==> src/rtl/rxfb_pkg.sv <==
// Package: shared types for the receive frame buffer.
// Assumes byte-wide frame data throughout.
package rxfb_pkg;
    typedef logic [7:0] rx_byte_t;

    // Outcome of an end-of-frame strobe.
    typedef struct packed {
        logic accept;
        logic drop;
    } commit_dec_t;
endpackage

==> src/rtl/rxfb_release_edge.sv <==
// Module: rxfb_release_edge
// Turns a level release request into a single-cycle pulse, issued in the
// first cycle the request is seen high. Assumes req is synchronous to clk.
module rxfb_release_edge (
    input  logic clk,
    input  logic rst_n,
    input  logic req,
    output logic pulse
);
    logic req_q;

    // Remember the request level of the previous cycle.
    always_ff @(posedge clk) begin
        if (!rst_n) req_q <= 1'b0;
        else        req_q <= req;
    end

    // Rising edge of the request.
    always_comb pulse = req & ~req_q;
endmodule

==> src/rtl/rxfb_data_store.sv <==
// Module: rxfb_data_store
// Circular byte store with one write port and a host read window. Window
// offset k maps to rd_base+k modulo the store depth. Assumes WIN_SIZE is no
// larger than the depth. Contents are not reset.
module rxfb_data_store
    import rxfb_pkg::*;
#(
    parameter int ADDR_W   = 6,
    parameter int HADDR_W  = 8,
    parameter int WIN_BASE = 16,
    parameter int WIN_SIZE = 16
) (
    input  logic               clk,
    input  logic               wr_en,
    input  logic [ADDR_W-1:0]  wr_addr,
    input  rx_byte_t           wr_byte,
    input  logic [ADDR_W-1:0]  rd_base,
    input  logic [HADDR_W-1:0] host_addr,
    output rx_byte_t           host_rdata
);
    localparam int DEPTH = 1 << ADDR_W;
    localparam logic [HADDR_W-1:0] WLO = HADDR_W'(WIN_BASE);
    localparam logic [HADDR_W-1:0] WHI = HADDR_W'(WIN_BASE + WIN_SIZE);

    rx_byte_t            mem [DEPTH];
    logic                in_win;
    logic [ADDR_W-1:0]   offset;
    logic [ADDR_W-1:0]   rd_addr;

    // Store one byte per write strobe.
    always_ff @(posedge clk) begin
        if (wr_en) mem[wr_addr] <= wr_byte;
    end

    // Decode the window and fetch the byte relative to the read pointer.
    always_comb begin
        in_win     = (host_addr >= WLO) && (host_addr < WHI);
        offset     = ADDR_W'(host_addr - WLO);
        rd_addr    = rd_base + offset;
        host_rdata = in_win ? mem[rd_addr] : '0;
    end
endmodule

==> src/rtl/rxfb_len_queue.sv <==
// Module: rxfb_len_queue
// One length entry per stored frame, written at the write-info pointer and
// read at the read-info pointer. After reset it sweeps every entry to zero
// before it reports ready. Assumes push never arrives while init_done is low
// and pop never arrives with the queue empty (the caller gates both).
module rxfb_len_queue #(
    parameter int ADDR_W = 6,
    parameter int LEN_W  = 4
) (
    input  logic              clk,
    input  logic              rst_n,
    input  logic              push,
    input  logic [LEN_W-1:0]  push_len,
    input  logic              pop,
    output logic [LEN_W-1:0]  head_len,
    output logic              init_done
);
    localparam int DEPTH = 1 << ADDR_W;

    logic [LEN_W-1:0]  len_mem [DEPTH];
    logic [ADDR_W-1:0] wr_info;
    logic [ADDR_W-1:0] rd_info;
    logic [ADDR_W-1:0] sweep_idx;
    logic              sweeping;

    // Clearing sweep: runs from reset until the index reaches all ones.
    always_ff @(posedge clk) begin
        if (!rst_n) begin
            sweeping  <= 1'b1;
            sweep_idx <= '0;
        end else if (sweeping) begin
            sweep_idx <= sweep_idx + 1'b1;
            if (&sweep_idx) sweeping <= 1'b0;
        end
    end

    // Length entries: zero during the sweep, the frame length on push.
    always_ff @(posedge clk) begin
        if (sweeping)  len_mem[sweep_idx] <= '0;
        else if (push) len_mem[wr_info]   <= push_len;
    end

    // Info pointers advance one entry per push or pop.
    always_ff @(posedge clk) begin
        if (!rst_n) begin
            wr_info <= '0;
            rd_info <= '0;
        end else begin
            if (push) wr_info <= wr_info + 1'b1;
            if (pop)  rd_info <= rd_info + 1'b1;
        end
    end

    // Oldest entry and ready flag.
    always_comb begin
        head_len  = len_mem[rd_info];
        init_done = ~sweeping;
    end
endmodule

==> src/rtl/can_rx_frame_buffer.sv <==
// Module: can_rx_frame_buffer
// Frame-oriented receive buffer. Bytes of a frame are staged into free space
// behind the write pointer and committed by an end-of-frame strobe with the
// frame length; a frame that does not fit, or arrives during the clearing
// sweep, is dropped and flags overrun. A release (rising edge of the request)
// frees the oldest frame. Assumes frame_len equals the bytes written for it.
module can_rx_frame_buffer
    import rxfb_pkg::*;
#(
    parameter int ADDR_W   = 6,
    parameter int LEN_W    = 4,
    parameter int HADDR_W  = 8,
    parameter int WIN_BASE = 16,
    parameter int WIN_SIZE = 16
) (
    input  logic               clk,
    input  logic               rst_n,
    input  logic               byte_we,
    input  logic [7:0]         byte_in,
    input  logic               frame_end,
    input  logic [LEN_W-1:0]   frame_len,
    input  logic [HADDR_W-1:0] host_addr,
    output logic [7:0]         host_rdata,
    input  logic               release_req,
    output logic [ADDR_W:0]    msg_count,
    output logic [LEN_W-1:0]   head_len,
    output logic               overrun,
    output logic               init_done
);
    localparam int CNT_W = ADDR_W + 1;
    localparam int DEPTH = 1 << ADDR_W;
    localparam logic [CNT_W-1:0] FULL = CNT_W'(DEPTH);

    logic [ADDR_W-1:0] wr_ptr;
    logic [ADDR_W-1:0] rd_ptr;
    logic [CNT_W-1:0]  used_bytes;
    logic [CNT_W-1:0]  stage_cnt;
    logic [CNT_W-1:0]  free_bytes;
    logic [CNT_W-1:0]  len_ext;
    logic [CNT_W-1:0]  add_bytes;
    logic [CNT_W-1:0]  sub_bytes;
    logic              rel_pulse;
    logic              rel_ok;
    logic              stage_we;
    logic [ADDR_W-1:0] stage_addr;
    commit_dec_t       dec;

    rxfb_release_edge u_edge (
        .clk   (clk),
        .rst_n (rst_n),
        .req   (release_req),
        .pulse (rel_pulse)
    );

    rxfb_len_queue #(
        .ADDR_W (ADDR_W),
        .LEN_W  (LEN_W)
    ) u_lenq (
        .clk       (clk),
        .rst_n     (rst_n),
        .push      (dec.accept),
        .push_len  (frame_len),
        .pop       (rel_ok),
        .head_len  (head_len),
        .init_done (init_done)
    );

    rxfb_data_store #(
        .ADDR_W   (ADDR_W),
        .HADDR_W  (HADDR_W),
        .WIN_BASE (WIN_BASE),
        .WIN_SIZE (WIN_SIZE)
    ) u_store (
        .clk        (clk),
        .wr_en      (stage_we),
        .wr_addr    (stage_addr),
        .wr_byte    (byte_in),
        .rd_base    (rd_ptr),
        .host_addr  (host_addr),
        .host_rdata (host_rdata)
    );

    // Space check, commit decision and release qualification.
    always_comb begin
        free_bytes = FULL - used_bytes;
        len_ext    = CNT_W'(frame_len);
        dec.accept = frame_end && init_done && (msg_count != FULL)
                     && (len_ext <= free_bytes);
        dec.drop   = frame_end && !dec.accept;
        rel_ok     = rel_pulse && (msg_count != '0);
        add_bytes  = dec.accept ? len_ext : '0;
        sub_bytes  = rel_ok ? CNT_W'(head_len) : '0;
        stage_we   = byte_we && (stage_cnt < free_bytes);
        stage_addr = wr_ptr + stage_cnt[ADDR_W-1:0];
    end

    // Byte position inside the frame being received.
    always_ff @(posedge clk) begin
        if (!rst_n)                          stage_cnt <= '0;
        else if (frame_end)                  stage_cnt <= '0;
        else if (byte_we && stage_cnt != FULL) stage_cnt <= stage_cnt + 1'b1;
    end

    // Data pointers and byte occupancy; commit and release may coincide.
    always_ff @(posedge clk) begin
        if (!rst_n) begin
            wr_ptr     <= '0;
            rd_ptr     <= '0;
            used_bytes <= '0;
        end else begin
            wr_ptr     <= wr_ptr + add_bytes[ADDR_W-1:0];
            rd_ptr     <= rd_ptr + sub_bytes[ADDR_W-1:0];
            used_bytes <= used_bytes + add_bytes - sub_bytes;
        end
    end

    // Stored-frame counter.
    always_ff @(posedge clk) begin
        if (!rst_n)                     msg_count <= '0;
        else if (dec.accept && !rel_ok) msg_count <= msg_count + 1'b1;
        else if (!dec.accept && rel_ok) msg_count <= msg_count - 1'b1;
    end

    // Sticky overrun flag.
    always_ff @(posedge clk) begin
        if (!rst_n)       overrun <= 1'b0;
        else if (dec.drop) overrun <= 1'b1;
    end
endmodule

==> config.mk <==
export PLATFORM = sky130hd
export DESIGN_NAME = can_rx_frame_buffer
export DESIGN_NICKNAME = d
export VERILOG_FILES = /design/src/rtl/rxfb_pkg.sv /design/src/rtl/rxfb_release_edge.sv /design/src/rtl/rxfb_data_store.sv /design/src/rtl/rxfb_len_queue.sv /design/src/rtl/can_rx_frame_buffer.sv
export SDC_FILE = /design/constraint.sdc
export NUM_CORES = 1
export LEC_CHECK = 0
export BUFFER_PORTS_ARGS = -buffer_cell sky130_fd_sc_hd__buf_2
export CORE_MARGIN = 5
export CORE_UTILIZATION = 25
export CTS_BUF_LIST = sky130_fd_sc_hd__clkbuf_4
export DETAILED_ROUTE_END_ITERATION = 10
export GPL_TIMING_DRIVEN = 0
export PLACE_DENSITY_LB_ADDON = 0.3
export SYNTH_ARGS = -nofsm -noshare
export SYNTH_HDL_FRONTEND = slang
export SYNTH_SLANG_ARGS = --single-unit
==> constraint.sdc <==
create_clock -name clk -period 11.7 [get_ports clk]
set_clock_uncertainty 0.05 [all_clocks]
set_input_delay 1.755 -clock clk [delete_from_list [all_inputs] [get_ports clk]]
set_output_delay 1.755 -clock clk [all_outputs]
set_load 0.02 [all_outputs]
==> results.md, run 1 <==
- Syn-to-layout area delta: 15.1%
- Final wirelength: 86,800 um
- Power Density: 195 mW/mm2
- Top post-synthesis cells by area: edfxtp_1 67%, mux4_2 16%, dfxtp_1 3.5%
- Largest net degree at the start of global routing: 65
- CP Launch Type: input pin
- Final Max Tran Viols: 0
- RR Endpoint: used_bytes[6]
- Synth async-reset ratio: 0%
- CTS tree: done
- CP Cell Sequence: buf_2 > ha_1 > ha_1 > clkbuf_1 > clkbuf_1 > clkbuf_1 > mux4_2 > mux4_2 > mux2i_1 > o22ai_1 > buf_2
- Synthesized area per cell: 19.4 um2
- Die Ht: 380 um
- Post-CTS sizing: 0
- Final setup TNS: 0 ps
- Initial DRC count: 1,349
- RSZ-0062 raised after global routing: false
- Initial core utilization: 25.2%
- Post-synthesis register bit count: 828
- WP buf/inv: 5
- Router iterations before antenna repair: 5
- VDD IR-drop max: 0.0931 mV
- Detailed-route via count: 17,794
- Peak fanout along the critical path: 10
- Placer Congestion: 0.792
- CTS Buffer Depth: 3
- Layout cell share with drive strength beyond 1: 30.6%
- Total GRT Usage: 11.9%
- Most common cell after layout, fill and taps aside: edfxtp_1
- Period utilization: 66.8%
- Status: complete, no violations
- Residual DRC: 0
- MaxCap Viol Count: 0
- Worst path top cell family by delay: buffers and inverters
- CP Data Arrival Time: 6010 ps
- Total Nets Final: 2,099
- ANT nets after route: 0
- CTS Root Cell: clkbuf_4
- Site row count: 135
- Slowest CP cell: clkbuf_1
- Critical path class: input pin to primary output
- DP HPWL: 57,800 um
- Slew HR: 11.7%
- Vias per cell: 4.50
- Most frequent CP cell: clkbuf_1
- Reg-to-reg slack, setup: 6020 ps
- WHS: 424 ps
- WL/cell: 22.0 um
- Cts bufs inserted: 203
- First-pass GRT wire length: 126,000 um
- CORE AREA: 0.136 mm2
- Die Area: 0.144 mm2
- Port Buffers: 44
- Crit-path max cell delay: 720 ps
- Clock period minus worst slack: 7820 ps
- Max Freq: 128 MHz
- Req. time, crit path: 9900 ps
- Area leader, netlist: edfxtp_1
- Hold violation total from the final report: 0
- Setup Buffers After CTS: 0
- Antenna violations before repair: 2
- Pre-CTS setup slack: 3770 ps
- Number of top-level pins: 46
- Cell Area, Synth: 0.0342 mm2
- Post-synthesis sequential area ratio: 71.0%
- Die Width: 380 um
- Grt total ovfl: 0
- WHS Endpoint: overrun
- Warnings, synthesis: 0
- Slack of the critical path: 3880 ps
- # setup viols final: 0
- WHS Path Cells: 1
- Hold Buf Count CTS: 0
- Post-synth EDFFs: 768
- Synth Instances: 1,765
- Cell count of the worst reg-to-reg path: 15
- Leakage: 12.6 nW
- Vias in the first global route: 18,737
- Clk sinks: 828
- Highest-count cells in the layout ignoring fill and taps: 768 x edfxtp_1, 300 x clkbuf_4, 238 x mux4_2
- Worst-Margin Slew: 1320 ps
- Distinct cells, synth: 68
- Worst skew pair latency: 1100 ps
- Top cell type's share of synthesized area: 67.5%
- Post-Syn Nets: 1,846
- CP Capture Type: primary output
- Hold WC Path Type: flip-flop to flip-flop
- Worst-path clk slew: 50 ps
- Synth Flop Type: edfxtp_1
- H-tree Lvls: 4
- Worst hold start: overrun
## Yosys cell counts, types with 9 or more instances
cell type    n
buf_1       15
clkbuf_1    41
and2_1      38
xor2_1      16
nor2b_1     19
o21ai_0     17
mux2i_1     30
dfxtp_1     60
a21o_1      13
nand2_1     40
a21oi_1     21
mux4_2     238
fa_1         9
inv_1       47
xnor2_1     33
ha_1        47
edfxtp_1   768
nand3_1     11
nor2_1     161
## worst max path at each step
| stage | from | end | slack [ps] | cells past startpoint |
|---|---|---|---|---|
| finish | host_addr[1] | host_rdata[3] | 3880 | 11 |
| CTS | rd_ptr[1] | host_rdata[1] | 3720 | 10 |
| global route | host_addr[1] | host_rdata[1] | 3750 | 11 |
| global placement | host_addr[1] | host_rdata[1] | 3900 | 11 |
| detailed placement | host_addr[1] | host_rdata[1] | 3770 | 11 |
| floorplan | host_addr[1] | host_rdata[3] | 5430 | 12 |
## worst reg2reg max path, delay by kind of cell (launching register included)
family / cells / cell delay (ps)
flops: 1 / 320
compound gates: 3 / 490
mux: 3 / 1600
fa+ha+maj: 2 / 810
buf+inv: 3 / 1340
simple gates: 4 / 980
## sequential cells by signal (all words and copies together) (netlist names), named ones only
signal	cells
msg_count	7
u_store.mem	512
u_lenq.sweeping	1
stage_cnt	7
u_lenq.wr_info	6
used_bytes	7
u_edge.req_q	1
u_lenq.rd_info	6
overrun	1
rd_ptr	6
u_lenq.sweep_idx	6
wr_ptr	6
u_lenq.len_mem	256
## per-stage QoR
stage | util (%) | instance area [um2] | instances | total power [mW]
3_5_place_dp | 27.1 | 36700 | 3594 | 5.34
4_1_cts | 29.0 | 39300 | 3948 | 7.80
2_1_floorplan | - | 34200 | 1765 | 4.65
5_1_grt | 29.0 | 39400 | 3950 | 8.07
3_3_place_gp | 27.0 | 36600 | 3590 | 5.31
6_report | 29.0 | 39400 | 3952 | 7.68
## kinds of logic (layout without fill, tap and decap cells)
| group | after synthesis | count (layout) | synth area share [%] |
|---|---|---|---|
| AO/OA/AOI/OAI | 113 | 113 | 2.52 |
| multiplexers | 274 | 274 | 16.9 |
| AND/OR/NAND/NOR | 325 | 325 | 4.65 |
| flip-flops | 828 | 828 | 71.0 |
| buffers and inverters | 119 | 521 | 1.47 |
| other | 0 | 4 | 0 |
| adder cells (fa/ha/maj) | 57 | 57 | 2.28 |
| XOR/XNOR | 49 | 49 | 1.26 |
## power by group
group	switching [mW]	total, mW	leakage (nW)	internal [mW]
clock	1.17	2.44	1.56	1.26
combinational	1.08	1.94	3.61	0.868
sequential	0.0471	3.30	7.48	3.25
## final cells by class
class                      instances  area (um2)
clock inverter                    54         368
antenna                            4        10.0
fill                           13488       96300
multi-input combinational        818        9430
timing repair buffer              48         310
clock buffer                     300        2250
sequential                       828       24300
inverter                          47         176
buffer                            72         327
tap                             1781        2230
## layer usage
metal | GRT usage, % | part of all wire (%)
met1 | 15.0 | 43
met2 | 19.8 | 50
met3 | 2.96 | 5.9
met4 | 4.18 | 2.1
met5 | 0 | 0
(Power assumes the default switching activity.)
==> run 2: changes to the inputs <==
--- a/config.mk
+++ b/config.mk
@@ -5,6 +5,7 @@
 export SDC_FILE = /design/constraint.sdc
 export NUM_CORES = 1
 export LEC_CHECK = 0
+export ABC_AREA = 1
 export BUFFER_PORTS_ARGS = -buffer_cell sky130_fd_sc_hd__buf_2
 export CORE_MARGIN = 5
 export CORE_UTILIZATION = 25
==> constraint.sdc (replaced) <==
create_clock -name clk -period 6.9 [get_ports clk]
set_clock_uncertainty 0.05 [all_clocks]
set_input_delay 1.035 -clock clk [delete_from_list [all_inputs] [get_ports clk]]
set_output_delay 1.035 -clock clk [all_outputs]
set_load 0.02 [all_outputs]
==> results.md, run 2 <==
- First-pass GRT wire length: 165,000 um (+31%)
- CP Data Arrival Time: 5390 ps (-620 ps)
- Dpl cells: 4,982 (+39%)
- Residual DRC: 0 (unchanged)
- Slowest CP cell: clkbuf_1
- CTS tree: done
- Status: complete, no violations
- Largest net degree at the start of global routing: 65 (unchanged)
- Highest-count cells in the layout ignoring fill and taps: 768 x edfxtp_1, 585 x nand2_1, 359 x nor2_1
- Total GRT Usage: 15.2% (+3.3 points)
- Synth Instances: 3,054 (+73%)
- Worst-Margin Slew: 1410 ps (+84.0 ps)
- Max reg flops: 512 (unchanged)
- CTS Root Cell: clkbuf_4
- Reg-to-reg slack, setup: 1870 ps (-4150 ps)
- Detailed-route via count: 25,286 (+42%)
- MaxCap Viol Count: 0 (unchanged)
- CP Cell Sequence: ha_1 > ha_1 > inv_1 > fa_1 > clkbuf_1 > buf_1 > nand3_1 > nand3_1 > o21ai_0 > o21ai_0 > nor2_1 > nor2_1 > buf_2
- Initial core utilization: 25.2% (-0.045 points)
- Die Area: 0.148 mm2 (+2.6%)
- Final setup TNS: 0 ps (unchanged)
- Area leader, netlist: edfxtp_1
- Cell Area, Synth: 0.0351 mm2 (+2.7%)
- Period utilization: 93.9%
- Critical path class: flip-flop to primary output
- VDD IR-drop max: 0.176 mV (+90%)
- CP Launch Type: flip-flop
- Top cell type's share of synthesized area: 65.7% (-1.8 points)
- Post-synth top cells: 768 x edfxtp_1, 585 x nand2_1, 362 x nor2_1
- Syn-to-layout area delta: 15.9%
- Fin cells: 5,373 (+36%)
- Biggest register: u_store.mem
- Clk sinks: 828 (unchanged)
- Final wirelength: 114,000 um (+31%)
- Vias per cell: 4.71 (+4.5%)
- Top post-synthesis cells by area: edfxtp_1 66%, nand2_1 6.3%, nor2_1 3.9%
- Cell count of the worst reg-to-reg path: 21 (+6)
- Number of top-level pins: 46 (unchanged)
- CORE AREA: 0.140 mm2 (+2.9%)
- Multiplexer share of the synthesized area: 0% (-17 points)
- DP HPWL: 75,600 um (+31%)
- Post-synthesis sequential area ratio: 69.1% (-1.9 points)
- Crit path depth: 13 (+2)
- Critical Path Sink: host_rdata[7]
- Grt total ovfl: 0 (unchanged)
- Post-Syn Nets: 3,135 (+70%)
- Post-synth EDFFs: 768 (unchanged)
- Die Width: 385 um (+1.3%)
- RSZ-0062 raised after global routing: false
- Multi-input combinational cell area: 0.00973 mm2 (+3.2%)
- Die Ht: 385 um (+1.3%)
- RR Endpoint: used_bytes[6]
- Worst skew pair latency: 1160 ps (+60 ps)
- Register area: 0.0243 mm2 (unchanged)
- Adder-cell share of the synthesized area: 2.19% (-0.088 points)
- Largest family of logic cells by synthesized area: simple AND/OR/NAND/NOR gates
- Peak fanout along the critical path: 10 (unchanged)
- CP Capture Type: primary output
- Cts bufs inserted: 219 (+7.9%)
- Router iterations before antenna repair: 6 (+1)
- WL/cell: 21.2 um (-3.6%)
- ANT nets after route: 0 (unchanged)
- Clock period minus worst slack: 6480 ps
- Synth async-reset ratio: 0% (unchanged)
- Count leader, synth: edfxtp_1
- Worst-path clk slew: 60 ps (about the same)
- H-tree Lvls: 4 (unchanged)
- Site row count: 137 (+1.5%)
- Fillers: 14,645 (+8.6%)
- XOR/XNOR Fraction of Synth Area: 0.492% (-0.76 points)
- Worst path top cell family by delay: buffers and inverters
- Post-synthesis register bit count: 828 (unchanged)
- Placer Congestion: 0.917 (+16%)
- Crit-path max cell delay: 770 ps (+50 ps)
- Vias in the first global route: 24,653 (+32%)
- Synthesized area per cell: 11.5 um2 (-41%)
- Most common cell after layout, fill and taps aside: edfxtp_1
- # setup viols final: 0 (unchanged)
- Hold WC Path Type: input pin to flip-flop
- Synth Flop Type: edfxtp_1
- Antenna violations before repair: 9 (+7)
- Final Max Tran Viols: 0 (unchanged)
- Total Nets Final: 3,409 (+62%)
- Largest regs: u_store.mem (512), u_lenq.len_mem (256)
- Hold violation total from the final report: 0 (unchanged)
- Max Freq: 154 MHz
- Leakage: 14.4 nW (+14%)
- CP Launch Point: rd_ptr[1]
- Compound-Gate Fraction of Synth Area: 10.0% (+7.5 points)
- CTS Buffer Depth: 3 (unchanged)
- Slew HR: 6.11% (-5.6 points)
- Warnings, synthesis: 0 (unchanged)
- Post-Synth Simple-Gate Area: 14.9% (+10 points)
- Port Buffers: 45 (+2.3%)
- Layout cell share with drive strength beyond 1: 14.1% (-16 points)
- Fin util: 29.2% (+0.14 points)
- Initial DRC count: 2,548 (+89%)
- Req. time, crit path: 5810 ps (-4090 ps)
- Power Density: 341 mW/mm2 (+75%)
- Distinct cells, synth: 47 (-31%)
- WP buf/inv: 4 (-1)
## run 2: cell count changes in the layout (fill, tap and decap cells not counted), sizes merged, moves of 37 or more
cell and change:
nand2 +565, mux4 -238, nand3 +216, o21ai +210, nor2 +209, a21oi +200, clkbuf +85, inv +73
o22ai +58, a22oi +54, and2 -40, buf +37
## run 2: worst min-delay path by stage
stage / startpoint / end / slack, ps / cells after the start
finish: frame_end / overrun / 190 / 3
global route: frame_end / overrun / 130 / 3
CTS: frame_end / overrun / 3 / 3
detailed placement: overrun / overrun / 400 / 2
global placement: overrun / overrun / 400 / 2
floorplan: rd_ptr[5] / rd_ptr[5] / 390 / 1
## run 2: timing repair
action	CTS	global route
hold buffers	1	0
resized for setup	0	1
buffers inserted	0	0
endpoints found under the setup margin	0	1
endpoints found under the hold margin	1	0
## run 2: area by class of cell
cell class | instances | share of cell area (%)
diodes | 5 | 0.0308
plain buffers | 166 | 1.71
clock buffers | 324 | 5.98
clock inverters | 61 | 0.920
inverters | 120 | 1.11
multi-input cells | 1940 | 23.9
flip-flops and latches | 828 | 59.6
well taps | 1876 | 5.77
repair buffers | 53 | 0.932
## run 2: worst min-delay path: cells and delay by family
kind,cells,cell delay (ps)
AOI/OAI and AO/OA,1,70
and+or+nand+nor,1,80
buffers and inverters,1,120
## run 2: routing by layer
layer	wire length (um)	GRT usage (%)	share of wire [%]	vias up
li1	-	-	-	11637
met1	48900	20.4	43	12266
met5	80	0	0.070	-
met3	9720	3.71	8.6	222
met4	4030	6.36	3.5	10
met2	51000	23.4	45	1151
## run 2: power by group
part / leakage [nW] / switching [mW] / total (mW) / internal [mW]
Clock: 1.68 / 2.09 / 4.35 / 2.26
Combinational: 5.08 / 2.91 / 3.97 / 1.06
Sequential: 7.67 / 0.0455 / 5.56 / 5.52
## run 2: cell families (layout without fill, tap and decap cells)
kind of cell             after synthesis  count (layout)
AND/OR/NAND/NOR                     1239            1239
adder cells (fa/ha/maj)               56              56
buffers and inverters                286             724
XOR/XNOR                              18              18
flip-flops                           828             828
AO/OA/AOI/OAI                        627             627
other                                  0               5
## run 2: stage by stage
step | total power, mW | setup slack [ps] | hold slack, ps | instance area, um2
final | 13.9 | 420 | 190 | 40700
after global routing | 14.6 | 220 | 132 | 40700
after CTS | 14.0 | 50.3 | 2.54 | 40700
after detailed placement | 9.58 | 543 | 405 | 37900
after global placement | 9.56 | -61.3 | 399 | 37700
after floorplan | 7.96 | 2430 | 393 | 35100
